[config.mk]
export PLATFORM = sky130hd
export DESIGN_NAME = bus_cycle_seq
export DESIGN_NICKNAME = d
export VERILOG_FILES = /design/src/rtl/bseq_pkg.sv /design/src/rtl/bseq_tstate.sv /design/src/rtl/bseq_halfphase.sv /design/src/rtl/bseq_refresh.sv /design/src/rtl/bseq_strobes.sv /design/src/rtl/bus_cycle_seq.sv
export SDC_FILE = /design/constraint.sdc
export NUM_CORES = 1
export LEC_CHECK = 0
export ABC_AREA = 1
export BUFFER_PORTS_ARGS = -buffer_cell sky130_fd_sc_hd__clkbuf_2
export CAP_MARGIN = 20
export CORE_MARGIN = 4
export CORE_UTILIZATION = 45
export CTS_CLUSTER_SIZE = 14
export DETAILED_ROUTE_END_ITERATION = 10
export PLACE_DENSITY_LB_ADDON = 0.3
export REMOVE_ABC_BUFFERS = 1
export SLEW_MARGIN = 40
export SYNTH_ARGS = -nofsm -noshare
export SYNTH_HDL_FRONTEND = slang
export SYNTH_SLANG_ARGS = --single-unit
[constraint.sdc]
create_clock -name clk -period 1.25 [get_ports clk]
set_input_delay 0.25 -clock clk [delete_from_list [all_inputs] [get_ports clk]]
set_output_delay 0.25 -clock clk [all_outputs]
set_load 0.05 [all_outputs]
[src/rtl/bseq_pkg.sv]
package bseq_pkg;

    typedef enum logic [1:0] {
        CYC_NONE  = 2'b00,
        CYC_FETCH = 2'b01,
        CYC_READ  = 2'b10,
        CYC_WRITE = 2'b11
    } cyc_kind_e;

    typedef enum logic [2:0] {
        TS_IDLE = 3'd0,
        TS_1    = 3'd1,
        TS_2    = 3'd2,
        TS_3    = 3'd3,
        TS_4    = 3'd4
    } tstate_e;

    typedef struct packed {
        cyc_kind_e kind;
        tstate_e   ts;
    } phase_t;

    localparam phase_t PHASE_IDLE = '{kind: CYC_NONE, ts: TS_IDLE};

    function automatic tstate_e final_ts(cyc_kind_e k);
        return (k == CYC_FETCH) ? TS_4 : TS_3;
    endfunction

    function automatic logic can_accept(phase_t p);
        return (p.ts == TS_IDLE) || (p.ts == final_ts(p.kind));
    endfunction

    function automatic tstate_e step_ts(tstate_e t);
        case (t)
            TS_1:    return TS_2;
            TS_2:    return TS_3;
            TS_3:    return TS_4;
            default: return TS_IDLE;
        endcase
    endfunction

endpackage

[src/rtl/bseq_tstate.sv]
module bseq_tstate
    import bseq_pkg::*;
#(
    parameter int ADDR_W = 16,
    parameter int DATA_W = 8
) (
    input  logic              clk,
    input  logic              rst,
    input  logic [1:0]        req_kind,
    input  logic [ADDR_W-1:0] req_addr,
    input  logic [DATA_W-1:0] req_wdata,
    output phase_t            ph,
    output logic [ADDR_W-1:0] addr_q,
    output logic [DATA_W-1:0] wdata_q
);

    cyc_kind_e req_k;
    assign req_k = cyc_kind_e'(req_kind);

    always_ff @(posedge clk) begin
        if (rst) begin
            ph      <= PHASE_IDLE;
            addr_q  <= '0;
            wdata_q <= '0;
        end else if (can_accept(ph)) begin
            if (req_k != CYC_NONE) begin
                ph      <= '{kind: req_k, ts: TS_1};
                addr_q  <= req_addr;
                wdata_q <= req_wdata;
            end else begin
                ph <= PHASE_IDLE;
            end
        end else begin
            ph.ts <= step_ts(ph.ts);
        end
    end

endmodule

[src/rtl/bseq_halfphase.sv]
module bseq_halfphase
    import bseq_pkg::*;
(
    input  logic   clk,
    input  logic   rst,
    input  phase_t ph,
    output phase_t ph_fall
);

    always_ff @(negedge clk) begin
        if (rst) ph_fall <= PHASE_IDLE;
        else     ph_fall <= ph;
    end

endmodule

[src/rtl/bseq_refresh.sv]
module bseq_refresh
    import bseq_pkg::*;
#(
    parameter int RFSH_W = 7
) (
    input  logic              clk,
    input  logic              rst,
    input  phase_t            ph,
    output logic [RFSH_W-1:0] row
);

    logic refresh_done;
    assign refresh_done = (ph.kind == CYC_FETCH) && (ph.ts == TS_4);

    always_ff @(posedge clk) begin
        if (rst)               row <= '0;
        else if (refresh_done) row <= row + RFSH_W'(1);
    end

endmodule

[src/rtl/bseq_strobes.sv]
module bseq_strobes
    import bseq_pkg::*;
(
    input  phase_t ph,
    input  phase_t ph_fall,
    output logic   mem_req_n,
    output logic   rd_n,
    output logic   wr_n,
    output logic   fetch_n,
    output logic   refresh_n,
    output logic   sample_stb,
    output logic   wr_data_oe
);

    logic is_fetch, is_read, is_write, early_t1;
    logic fetch_access, data_window, refresh_req;

    always_comb begin
        is_fetch = (ph.kind == CYC_FETCH);
        is_read  = (ph.kind == CYC_READ);
        is_write = (ph.kind == CYC_WRITE);
        // T1 before its falling edge: the falling-edge copy still holds the previous phase
        early_t1 = (ph.ts == TS_1) && (ph_fall.ts != TS_1);

        fetch_access = is_fetch &&
                       (((ph.ts == TS_1) && !early_t1) || (ph.ts == TS_2));
        data_window  = (is_read || is_write) &&
                       (((ph.ts == TS_1) && !early_t1) ||
                        (ph.ts == TS_2) || (ph.ts == TS_3));
        refresh_req  = is_fetch && (ph_fall.kind == CYC_FETCH) &&
                       (ph_fall.ts == TS_3) &&
                       ((ph.ts == TS_3) || (ph.ts == TS_4));

        mem_req_n  = !(fetch_access || data_window || refresh_req);
        rd_n       = !(fetch_access || (data_window && is_read));
        wr_n       = !(data_window && is_write);
        fetch_n    = !(is_fetch && ((ph.ts == TS_1) || (ph.ts == TS_2)));
        refresh_n  = !(is_fetch && ((ph.ts == TS_3) || (ph.ts == TS_4)));
        sample_stb = (is_fetch && (ph.ts == TS_2)) || (is_read && (ph.ts == TS_3));
        wr_data_oe = is_write && (ph.ts != TS_IDLE);
    end

endmodule

[src/rtl/bus_cycle_seq.sv]
module bus_cycle_seq
    import bseq_pkg::*;
#(
    parameter int ADDR_W = 16,
    parameter int DATA_W = 8,
    parameter int RFSH_W = 7
) (
    input  logic              clk,
    input  logic              rst,
    input  logic [1:0]        req_kind,
    input  logic [ADDR_W-1:0] req_addr,
    input  logic [DATA_W-1:0] req_wdata,
    output logic              mem_req_n,
    output logic              rd_n,
    output logic              wr_n,
    output logic              fetch_n,
    output logic              refresh_n,
    output logic [RFSH_W-1:0] rfsh_addr,
    output logic [ADDR_W-1:0] bus_addr,
    output logic [DATA_W-1:0] wr_data,
    output logic              wr_data_oe,
    output logic              sample_stb
);

    phase_t ph, ph_fall;

    bseq_tstate #(.ADDR_W(ADDR_W), .DATA_W(DATA_W)) u_tstate (
        .clk       (clk),
        .rst       (rst),
        .req_kind  (req_kind),
        .req_addr  (req_addr),
        .req_wdata (req_wdata),
        .ph        (ph),
        .addr_q    (bus_addr),
        .wdata_q   (wr_data)
    );

    bseq_halfphase u_half (
        .clk     (clk),
        .rst     (rst),
        .ph      (ph),
        .ph_fall (ph_fall)
    );

    bseq_refresh #(.RFSH_W(RFSH_W)) u_rfsh (
        .clk (clk),
        .rst (rst),
        .ph  (ph),
        .row (rfsh_addr)
    );

    bseq_strobes u_strb (
        .ph         (ph),
        .ph_fall    (ph_fall),
        .mem_req_n  (mem_req_n),
        .rd_n       (rd_n),
        .wr_n       (wr_n),
        .fetch_n    (fetch_n),
        .refresh_n  (refresh_n),
        .sample_stb (sample_stb),
        .wr_data_oe (wr_data_oe)
    );

endmodule

==> results of run 1 <==
per-layer routing:
metal	vias up	global-route usage [%]	routed length [um]
met4	0	5.73	44
li1	1068	-	-
met1	939	21.9	2240
met5	-	0	0
met2	54	33.0	2810
met3	6	4.27	287
cells in the mapped netlist (all sizes together):
cell / count
nand2: 62
o22ai: 1
a21oi: 32
nor2: 47
buf: 12
nor4: 1
inv: 45
ha: 1
dfxtp: 41
clkbuf: 2
nand3: 30
and3: 1
xnor2: 1
o21bai: 1
nand4: 2
o21ai: 3
nor3: 1
cells by family after synthesis:
family / after synthesis / synth area share, %
AOI/OAI and AO/OA: 37 / 11.2
xor gates and xnor gates: 1 / 0.433
adders and majority gates: 1 / 0.618
buffers and inverters: 59 / 14.8
DFF: 41 / 40.6
and+or+nand+nor: 144 / 32.3
flip-flops by register name, indices dropped and copies added (netlist names):
signal / flops
u_rfsh.row: 7
u_half.ph_fall: 5
u_tstate.ph: 5
u_tstate.addr_q: 16
u_tstate.wdata_q: 8
power by group through the flow:
stage / sequential [uW] / combinational (uW) / clock [uW]
floorplan: 1820 / 374 / 29.8
global placement: 1510 / 1000 / 29.8
detailed placement: 1510 / 1020 / 29.8
CTS: 1490 / 1170 / 896
global route: 1500 / 1280 / 971
finish: 1490 / 1200 / 881
tightest hold or removal path, stage by stage:
cell and delay (ps):
clkbuf_2 80, inv_1 40, nand3_1 60, nand2_1 50, nor2_1 30
final cells by class:
cell class                 instances  area (um^2)
clock inverter                     8         30.0
tap                               52         65.1
clock buffer                       5         68.8
multi-input combinational        183         1050
timing repair buffer              99          803
inverter                          44          173
fill                             343         1330
sequential                        41          832
what timing repair did:
| item | in CTS | in global routing |
|---|---|---|
| pin swaps | 10 | 10 |
| buffers inserted | 5 | 3 |
| cloned | 2 | 0 |
| endpoints found under the setup margin | 41 | 51 |
| gates resized for setup | 54 | 38 |
through the flow:
stage	power, uW	TNS [ps]	setup WS, ps	hold WS, ps	utilization [%]
6_report	3570	-9450	-1040	265	69.4
3_5_place_dp	2560	-4270	-700	471	58.4
4_1_cts	3550	-7850	-943	259	67.2
3_3_place_gp	2540	-3320	-652	465	58.4
2_1_floorplan	2220	-12080	-881	312	-
5_1_grt	3760	-12690	-1110	277	69.4
worst max path at each step:
stage	depth (start not counted)	from	to
6_report	7	u_half.ph_fall[1]$_SDFF_NP0_	wr_n
5_1_grt	7	u_half.ph_fall[1]$_SDFF_NP0_	wr_n
3_5_place_dp	7	u_half.ph_fall[1]$_SDFF_NP0_	wr_n
3_3_place_gp	7	u_half.ph_fall[1]$_SDFF_NP0_	wr_n
2_1_floorplan	6	u_half.ph_fall[1]$_SDFF_NP0_	mem_req_n
4_1_cts	7	u_half.ph_fall[1]$_SDFF_NP0_	wr_n
==> summary.md, run 1 <==
| Metric | Value |
|---|---|
| Core outline area | 0.00435 mm^2 |
| Type of element launching the critical path | register |
| Min setup slack post-route | -1040 ps |
| Max-capacitance violation count | 0 |
| Floorplan die height | 75.1 um |
| Master cell of the clock root buffer | clkbuf_8 |
| Crit. End Element | primary output |
| Switching portion of total power | 36.5% |
| Final instance area | 0.00302 mm^2 |
| Leakage power of the design | 0.00160 uW |
| Slew at the pin closest to its max-slew limit | 289 ps |
| Mapped Avg Cell Area | 7.15 um^2 |
| Hold-fix buffer count after cts | 0 |
| Most used cells in the layout excluding fill and tap cells | 52 x clkbuf_2, 45 x nand2_1, 44 x inv_1, 36 x dfxtp_1, 35 x nor2_1 |
| Number of storage elements in the synthesis netlist | 41 |
| Internal | 2270 uW |
| Worst-path clk slew | 80 ps |
| Highest cell delay on the worst timing path | 310 ps |
| Antenna diodes | 0 |
| Port Buffer Count | 65 |
| Number of buffers inserted during clock tree synthesis | 5 |
| Count of different cell masters after synthesis | 27 |
| Hold Path Depth | 5 |
| Overall routing resource usage | 18.5% |
| Maximum buffer depth of the clock tree | 2 |
| Kind of cell adding the most delay to the critical path | simple AND/OR/NAND/NOR gates |
| Signed area change from the synthesized netlist to the final layout | 49.4% |
| Portion of total power attributed to combinational logic | 33.5% |
| H-tree levels | 2 |
| Net count, final | 408 |
| Starting density of the core | 46.5% |
| Switching power total | 1300 uW |
| Layout cell share with drive strength beyond 1 | 44.5% |
| Startpoint of the worst register-to-register path | u_tstate.ph[0]$_SDFF_PP0_ |
| Half-perimeter wire length after placement | 3360 um |
| RSZ-0062 raised after global routing | true |
| Placer Congestion | 0.785 |
| Die Outline Area | 0.00563 mm^2 |
| Worst flop-to-flop path endpoint | u_tstate.wdata_q[0]$_SDFFE_PP0P_ |
| Clk Latency, worst-skew pair | 350 ps |
| Wire length of the first global-routing pass | 8180 um |
| Ordered cell list for the critical path | nor2_1, nand2_1, nand2_2, nand2_4, a21oi_4, nand2_2, buf_8 |
| Horiz. Die Dim | 75.1 um |
| Initial DRT Pass Iterations | 4 |
| Type of the worst setup path | register to primary output |
| Library cell appearing most often on the critical path | nand2_2 |
| Cell Area, Placed | 0.00254 mm^2 |
| Final setup fails | 44 |
| Detail-routed net length per standard cell | 12.5 um |
| Crit Path Max Fanout | 2 |
| Most common library cell in the layout ignoring fill and taps | clkbuf_2 |
| Sink count of the clock tree | 41 |
| Std cell rows | 24 |
| Logic depth of the worst register-to-register path | 9 |
| R2R setup slack | -170 ps |
| Cells taking the most area after synthesis | dfxtp_1 41%, nand2_1 11%, inv_1 8.0%, nor2_1 7.4%, nand3_1 6.9% |
| Share of synthesized area occupied by flip-flops and latches | 40.6% |
| Part of the total power dissipated in sequential elements | 41.8% |
| Worst-path cell with the longest stage delay | dfxtp_1 |
| Endpoint required time on the critical path | 1000 ps |
| Post-synthesis instance area | 0.00202 mm^2 |
| Slew Viols, Final | 0 |
| Hold violation total from the final report | 0 |
| Clk pwr share | 24.7% |
| Start point of the worst min-delay path | req_addr[8] |
| Total grt overflow | 0 |
| Path class of the lowest-slack min-delay path | input pin to register |
| Iteration-0 DRC count of the detailed router | 50 |
| Number of global-route vias before repair | 1965 |
| Pin count of the biggest net entering global routing | 31 |
| WL final | 5380 um |
| Fraction of synthesized cell area taken by the top area cell type | 40.6% |
| Worst-case hold path end point | u_tstate.addr_q[8]$_SDFFE_PP0P_ |
| Non-filler instance count after layout | 432 |
| Total of warnings raised by yosys | 0 |
| Slew HR | 80.7% |
| Initial antenna violation count | 0 |
| Post-detailed-route via-to-cell ratio | 4.78 |
| CTS tree | done |
| I/O Pins | 66 |
| Worst clock skew on the final layout | 63.7 ps |
| Status | finished, violations left |
| Antenna viol nets, final | 0 |
| Number of cells produced by synthesis | 283 |
| Remaining routing DRC violations | 0 |
| Failing checks | setup timing |
| Endpoint arrival time on the critical path | 2040 ps |
| Worst ir drop on vdd | 867 uV |
| Vias after detailed routing | 2067 |
| Biggest area consumer among synthesized cells | dfxtp_1 |
| WP buf/inv | 1 |
| Number of cells in the design after placement | 412 |
| P per Cell Area | 1180 mW/mm^2 |
No activity file was read; power rests on OpenSTA's default activity.
==> inputs of run 2 (changes only) <==
- clock period: 1.25 -> 2.1 ns (I/O delays scaled with it)
==> run 2 against run 1 <==
Compared with the run above:
- the run still ends with setup timing left
- non-clock buffer count fell by 31
- worst setup slack improved by 300 ps
- sequential share of layout area rose by 5.9 points
- flip-flop and latch count did not move
- first-iteration DRC count rose by 12%
- highest routed layer unchanged
==> summary.md, run 2 (synthesis gave the netlist of run 1 again) <==
| Metric | Value |
|---|---|
| Status | finished, violations left |
| Failing checks | setup timing |
| WL final | 4180 um (-22%) |
| Min setup slack post-route | -739 ps (+305 ps) |
| Layout cell share with drive strength beyond 1 | 30.7% (-14 points) |
| Antenna viol nets, final | 0 (unchanged) |
| Number of global-route vias before repair | 1655 (-16%) |
| Number of cells in the design after placement | 389 (-5.6%) |
| Slew Viols, Final | 0 (unchanged) |
| Overall routing resource usage | 15.7% (-2.8 points) |
| Crit Path Max Fanout | 2 (unchanged) |
| Placer Congestion | 0.778 (-0.85%) |
| Hold violation total from the final report | 0 (unchanged) |
| Number of buffers inserted during clock tree synthesis | 5 (unchanged) |
| I/O Pins | 66 (unchanged) |
| Floorplan die height | 75.1 um (unchanged) |
| Overall Power | 1980 uW (-45%) |
| Core outline area | 0.00435 mm^2 (unchanged) |
| Post-Route Hold Slack | 426 ps (+161 ps) |
| Register with the most flip-flops | u_tstate.addr_q |
| Post-CTS repair timing setup buffer count | 0 (-5) |
| Most common library cell in the layout ignoring fill and taps | clkbuf_2 |
| Clk Latency, worst-skew pair | 340 ps (about the same) |
| Net count, final | 377 (-7.6%) |
| Crit. End Element | primary output |
| Vias after detailed routing | 1853 (-10%) |
| Top Registers | u_tstate.addr_q (16), u_tstate.wdata_q (8), u_rfsh.row (7) |
| Startpoint of the worst register-to-register path | u_tstate.ph[2]$_SDFF_PP0_ |
| Total grt overflow | 0 (unchanged) |
| CTS tree | done |
| H-tree levels | 2 (unchanged) |
| Std cell rows | 24 (unchanged) |
| RSZ-0062 raised after global routing | true |
| Filler cell count | 442 (+29%) |
| Leakage power of the design | 0.00131 uW (-18%) |
| Slew at the pin closest to its max-slew limit | 630 ps (+341 ps) |
| Max-capacitance violation count | 0 (unchanged) |
| Port Buffer Count | 65 (unchanged) |
| Starting density of the core | 46.5% (unchanged) |
| Remaining routing DRC violations | 0 (unchanged) |
| Endpoint required time on the critical path | 1680 ps (+680 ps) |
| Worst setup slack before clock tree synthesis | -428 ps (+272 ps) |
| Worst-path clk slew | 70 ps (about the same) |
| Initial DRT Pass Iterations | 4 (unchanged) |
| Half-perimeter wire length after placement | 2990 um (-11%) |
| Start point of the worst min-delay path | req_wdata[5] |
| Type of the worst setup path | register to primary output |
| Iteration-0 DRC count of the detailed router | 56 (+12%) |
| Max reg flops | 16 (unchanged) |
| Cell Area, Placed | 0.00231 mm^2 (-9.3%) |
| Pin count of the biggest net entering global routing | 56 (+81%) |
| Detail-routed net length per standard cell | 10.4 um (-16%) |
| Initial antenna violation count | 0 (unchanged) |
| Maximum buffer depth of the clock tree | 2 (unchanged) |
| Horiz. Die Dim | 75.1 um (unchanged) |
| Die Outline Area | 0.00563 mm^2 (unchanged) |
| Final setup fails | 3 (-93%) |
| Timing startpoint of the critical path | u_half.ph_fall[2]$_SDFF_NP0_ |
| Most used cells in the layout excluding fill and tap cells | 61 x clkbuf_2, 56 x nand2_1, 47 x inv_1, 40 x dfxtp_1, 38 x nor2_1 |
| Master cell of the clock root buffer | clkbuf_8 |
| Path class of the lowest-slack min-delay path | input pin to register |
| Wire length of the first global-routing pass | 6850 um (-16%) |
| Sink count of the clock tree | 41 (unchanged) |
| Slew HR | 58.0% (-23 points) |
| Endpoint arrival time on the critical path | 2420 ps (+380 ps) |
| Hold-fix buffer count after cts | 0 (unchanged) |
| Worst ir drop on vdd | 410 uV (-53%) |
| Signed area change from the synthesized netlist to the final layout | 21.5% |
| Non-filler instance count after layout | 401 (-7.2%) |
| Type of element launching the critical path | register |
| Worst clock skew on the final layout | 55.5 ps (-8.19 ps) |
| Antenna diodes | 0 (unchanged) |
| Post-detailed-route via-to-cell ratio | 4.62 (-3.4%) |
| Final instance area | 0.00246 mm^2 (-19%) |
| P per Cell Area | 806 mW/mm^2 (-32%) |
[run 2: cell types whose count changed in the layout (fill, tap and decap cells not counted), sizes merged]
cell | previous run | this run
clkinv | 0 | 1
inv | 52 | 49
bufbuf | 1 | 0
clkbuf | 60 | 69
buf | 43 | 6
[run 2: final timing paths]
check	end	slack (ps)	cells after the start
worst min-delay path	u_tstate.wdata_q[5]$_SDFFE_PP0P_	430	5
worst max register to register	u_half.ph_fall[2]$_SDFF_NP0_	400	2
worst max-delay path	wr_n	-740	7
worst min register to register	u_tstate.addr_q[1]$_SDFFE_PP0P_	490	2
[run 2: metal layers]
layer / GRT usage (%) / share of wire [%] / wire, um / up-vias
li1: - / - / - / 999
met1: 19.5 / 46 / 1930 / 794
met2: 25.0 / 45 / 1890 / 54
met3: 3.74 / 6.9 / 290 / 6
met4: 8.30 / 1.6 / 69 / 0
met5: 0 / 0 / 0 / -
[run 2: cell type report]
class                           instances  area [um^2]  share of cell area (%)
Sequential cell                        41          822                    33.5
Timing Repair Buffer                   68          377                    15.3
Tap cell                               52         65.1                    2.65
Inverter                               44          165                    6.72
Clock buffer                            7         86.3                    3.51
Clock inverter                          6         23.8                   0.967
Multi-Input combinational cell        183          918                    37.4
[run 2: worst max-delay path, stage by stage (launching register included)]
cell and delay [ps]:
dfxtp_2 310, nor2_2 90, nand2_1 60, nand2_2 80, nand2_2 60, a21oi_2 160
nand2_1 90, buf_8 160
[run 2: timing repair]
item	CTS	global route
resized for setup	7	8
setup endpoints to repair	3	4
pin swaps	1	4
[run 2: metrics by stage]
| step | util, % | TNS (ps) |
|---|---|---|
| 2_1_floorplan | - | -1290 |
| 3_3_place_gp | 53.0 | -1120 |
| 3_5_place_dp | 53.0 | -1160 |
| 4_1_cts | 56.1 | -2070 |
| 5_1_grt | 56.4 | -2440 |
| 6_report | 56.4 | -2150 |
[run 2: where the power goes]
part / total (uW) / internal (uW) / switching, uW
Sequential: 887 / 844 / 43.4
Clock: 560 / 278 / 283
Combinational: 533 / 146 / 388
Total: 1980 / 1270 / 714
==> inputs of run 3 (changes only) <==
- RECOVER_POWER: unset -> 100
==> run 3 against run 2 <==
Compared with the run above:
- the flow still finishes with violations (setup timing)
- non-clock buffer count unchanged
- worst setup slack about the same
- first-iteration DRC count decreased by 7.1%
- via count decreased by 0.16%
- clock power about the same
- combinational power about the same
- worst hold slack about the same
- clock-buffer cell count unchanged
- flip-flop and latch count unchanged
- largest power group unchanged
==> summary.md, run 3 (synthesis gave the netlist of run 1 again) <==
| Metric | Value |
|---|---|
| Cell Area, Placed | 0.00231 mm^2 (unchanged) |
| Register with the most flip-flops | u_tstate.addr_q |
| Endpoint required time on the critical path | 1680 ps (about the same) |
| Clk Latency, worst-skew pair | 340 ps (about the same) |
| CTS tree | done |
| Starting density of the core | 46.5% (unchanged) |
| Layout cell share with drive strength beyond 1 | 30.4% (-0.29 points) |
| Die Outline Area | 0.00563 mm^2 (unchanged) |
| Hold-fix buffer count after cts | 0 (unchanged) |
| Top Registers | u_tstate.addr_q (16), u_tstate.wdata_q (8), u_rfsh.row (7) |
| Slew HR | 58.0% (about the same) |
| RSZ-0062 raised after global routing | true |
| Crit Path Max Fanout | 2 (unchanged) |
| R2R setup slack | 310 ps (-90 ps) |
| Hold violation total from the final report | 0 (unchanged) |
| Filler cell count | 444 (+0.45%) |
| Net count, final | 377 (unchanged) |
| Highest cell delay on the worst timing path | 310 ps (about the same) |
| Worst ir drop on vdd | 410 uV (about the same) |
| Grt met3 use | 3.74% (unchanged) |
| Initial antenna violation count | 0 (unchanged) |
| Path class of the lowest-slack min-delay path | input pin to register |
| H-tree levels | 2 (unchanged) |
| Overall Power | 1980 uW (-0.13%) |
| Met1 Usage GRT | 19.5% (unchanged) |
| Worst setup slack before clock tree synthesis | -428 ps (unchanged) |
| Placer Congestion | 0.778 (unchanged) |
| Antenna diodes | 0 (unchanged) |
| Half-perimeter wire length after placement | 2990 um (unchanged) |
| Final setup fails | 3 (unchanged) |
| Worst-path clk slew | 70 ps (about the same) |
| Status | finished, violations left |
| Signed area change from the synthesized netlist to the final layout | 21.1% |
| WL final | 4190 um (+0.19%) |
| Port Buffer Count | 65 (unchanged) |
| Floorplan die height | 75.1 um (unchanged) |
| Endpoint arrival time on the critical path | 2420 ps (about the same) |
| Gr busiest metal | met2 |
| Overall routing resource usage | 15.7% (unchanged) |
| Type of the worst setup path | register to primary output |
| Initial DRT Pass Iterations | 4 (unchanged) |
| Wire length of the first global-routing pass | 6850 um (unchanged) |
| Max reg flops | 16 (unchanged) |
| Remaining routing DRC violations | 0 (unchanged) |
| Sink count of the clock tree | 41 (unchanged) |
| Slew at the pin closest to its max-slew limit | 630 ps (-0.281 ps) |
| Most used cells in the layout excluding fill and tap cells | 61 x clkbuf_2, 56 x nand2_1, 47 x inv_1, 40 x dfxtp_1, 39 x nor2_1 |
| Max-capacitance violation count | 0 (unchanged) |
| Slew Viols, Final | 0 (unchanged) |
| Std cell rows | 24 (unchanged) |
| Vias after detailed routing | 1850 (-0.16%) |
| Total grt overflow | 0 (unchanged) |
| Number of global-route vias before repair | 1655 (unchanged) |
| Min setup slack post-route | -739 ps (+0.428 ps) |
| Core outline area | 0.00435 mm^2 (unchanged) |
| Post-detailed-route via-to-cell ratio | 4.61 (-0.16%) |
| Ordered cell list for the critical path | nor2_2, nand2_1, nand2_2, nand2_2, a21oi_2, nand2_1, buf_8 |
| Final instance area | 0.00245 mm^2 (-0.31%) |
| Horiz. Die Dim | 75.1 um (unchanged) |
| P per Cell Area | 808 mW/mm^2 (+0.18%) |
| Detail-routed net length per standard cell | 10.4 um (+0.19%) |
| Antenna viol nets, final | 0 (unchanged) |
| Worst-path cell with the longest stage delay | dfxtp_2 |
| Number of buffers inserted during clock tree synthesis | 5 (unchanged) |
| Met2 Use GR | 25.0% (unchanged) |
| Leakage power of the design | 0.00131 uW (about the same) |
| Pin count of the biggest net entering global routing | 56 (unchanged) |
| Type of element launching the critical path | register |
| Worst clock skew on the final layout | 55.3 ps (-0.176 ps) |
| Iteration-0 DRC count of the detailed router | 52 (-7.1%) |
| Failing checks | setup timing |
| Crit. End Element | primary output |
| Most common library cell in the layout ignoring fill and taps | clkbuf_2 |
| I/O Pins | 66 (unchanged) |
| Master cell of the clock root buffer | clkbuf_8 |
| Maximum buffer depth of the clock tree | 2 (unchanged) |
==> run 3: where the power goes <==
group	internal, uW	total [uW]	switching (uW)	leakage, uW
sequential	844	886	42.3	0.000339
combinational	144	531	387	0.000893
clock	278	561	283	0.0000749
==> run 3: critical path: cells and delay by family, from the launching register on <==
kind | cells | cell delay, ps
DFF | 1 | 310
buffers and inverters | 1 | 160
and+or+nand+nor | 5 | 380
AOI/OAI and AO/OA | 1 | 160
==> run 3: metrics by stage <==
| stage | cells | setup TNS [ps] | hold slack, ps | util (%) |
|---|---|---|---|---|
| 4_1_cts | 401 | -2070 | 416 | 56.1 |
| 3_5_place_dp | 389 | -1160 | 474 | 53.0 |
| 3_3_place_gp | 389 | -1120 | 469 | 53.0 |
| 2_1_floorplan | 269 | -1290 | 482 | - |
| 5_1_grt | 401 | -2440 | 424 | 56.3 |
| 6_report | 401 | -2140 | 426 | 56.3 |
==> run 3: final timing paths <==
kind                                                       from                               end  cells past startpoint
worst min register to register  u_tstate.addr_q[1]$_SDFFE_PP0P_   u_tstate.addr_q[1]$_SDFFE_PP0P_                      2
worst max register to register      u_tstate.ph[3]$_SDFFE_PP0P_  u_tstate.addr_q[14]$_SDFFE_PP0P_                      7
worst max-delay path               u_half.ph_fall[2]$_SDFF_NP0_                              wr_n                      7
worst min-delay path                               req_wdata[5]  u_tstate.wdata_q[5]$_SDFFE_PP0P_                      5
==> run 3: area by class of cell <==
| cell class | instances | area (um^2) | share of cell area [%] |
|---|---|---|---|
| multi-input combinational | 183 | 911 | 37.2 |
| tap | 52 | 65.1 | 2.66 |
| inverter | 44 | 165 | 6.74 |
| clock buffer | 7 | 86.3 | 3.52 |
| timing repair buffer | 68 | 377 | 15.4 |
| sequential | 41 | 822 | 33.6 |
| clock inverter | 6 | 23.8 | 0.970 |
==> run 3: layer usage <==
metal | vias up | part of all wire [%]
met1 | 794 | 46
met3 | 6 | 6.8
met5 | - | 0
met4 | 0 | 1.6
met2 | 52 | 45
li1 | 998 | -
==> run 3: what timing repair did <==
item                                    in CTS  in global routing
buffers inserted                             0                  0
pin swaps                                    1                  4
endpoints found under the setup margin       3                  4
resized for setup                            7                  8
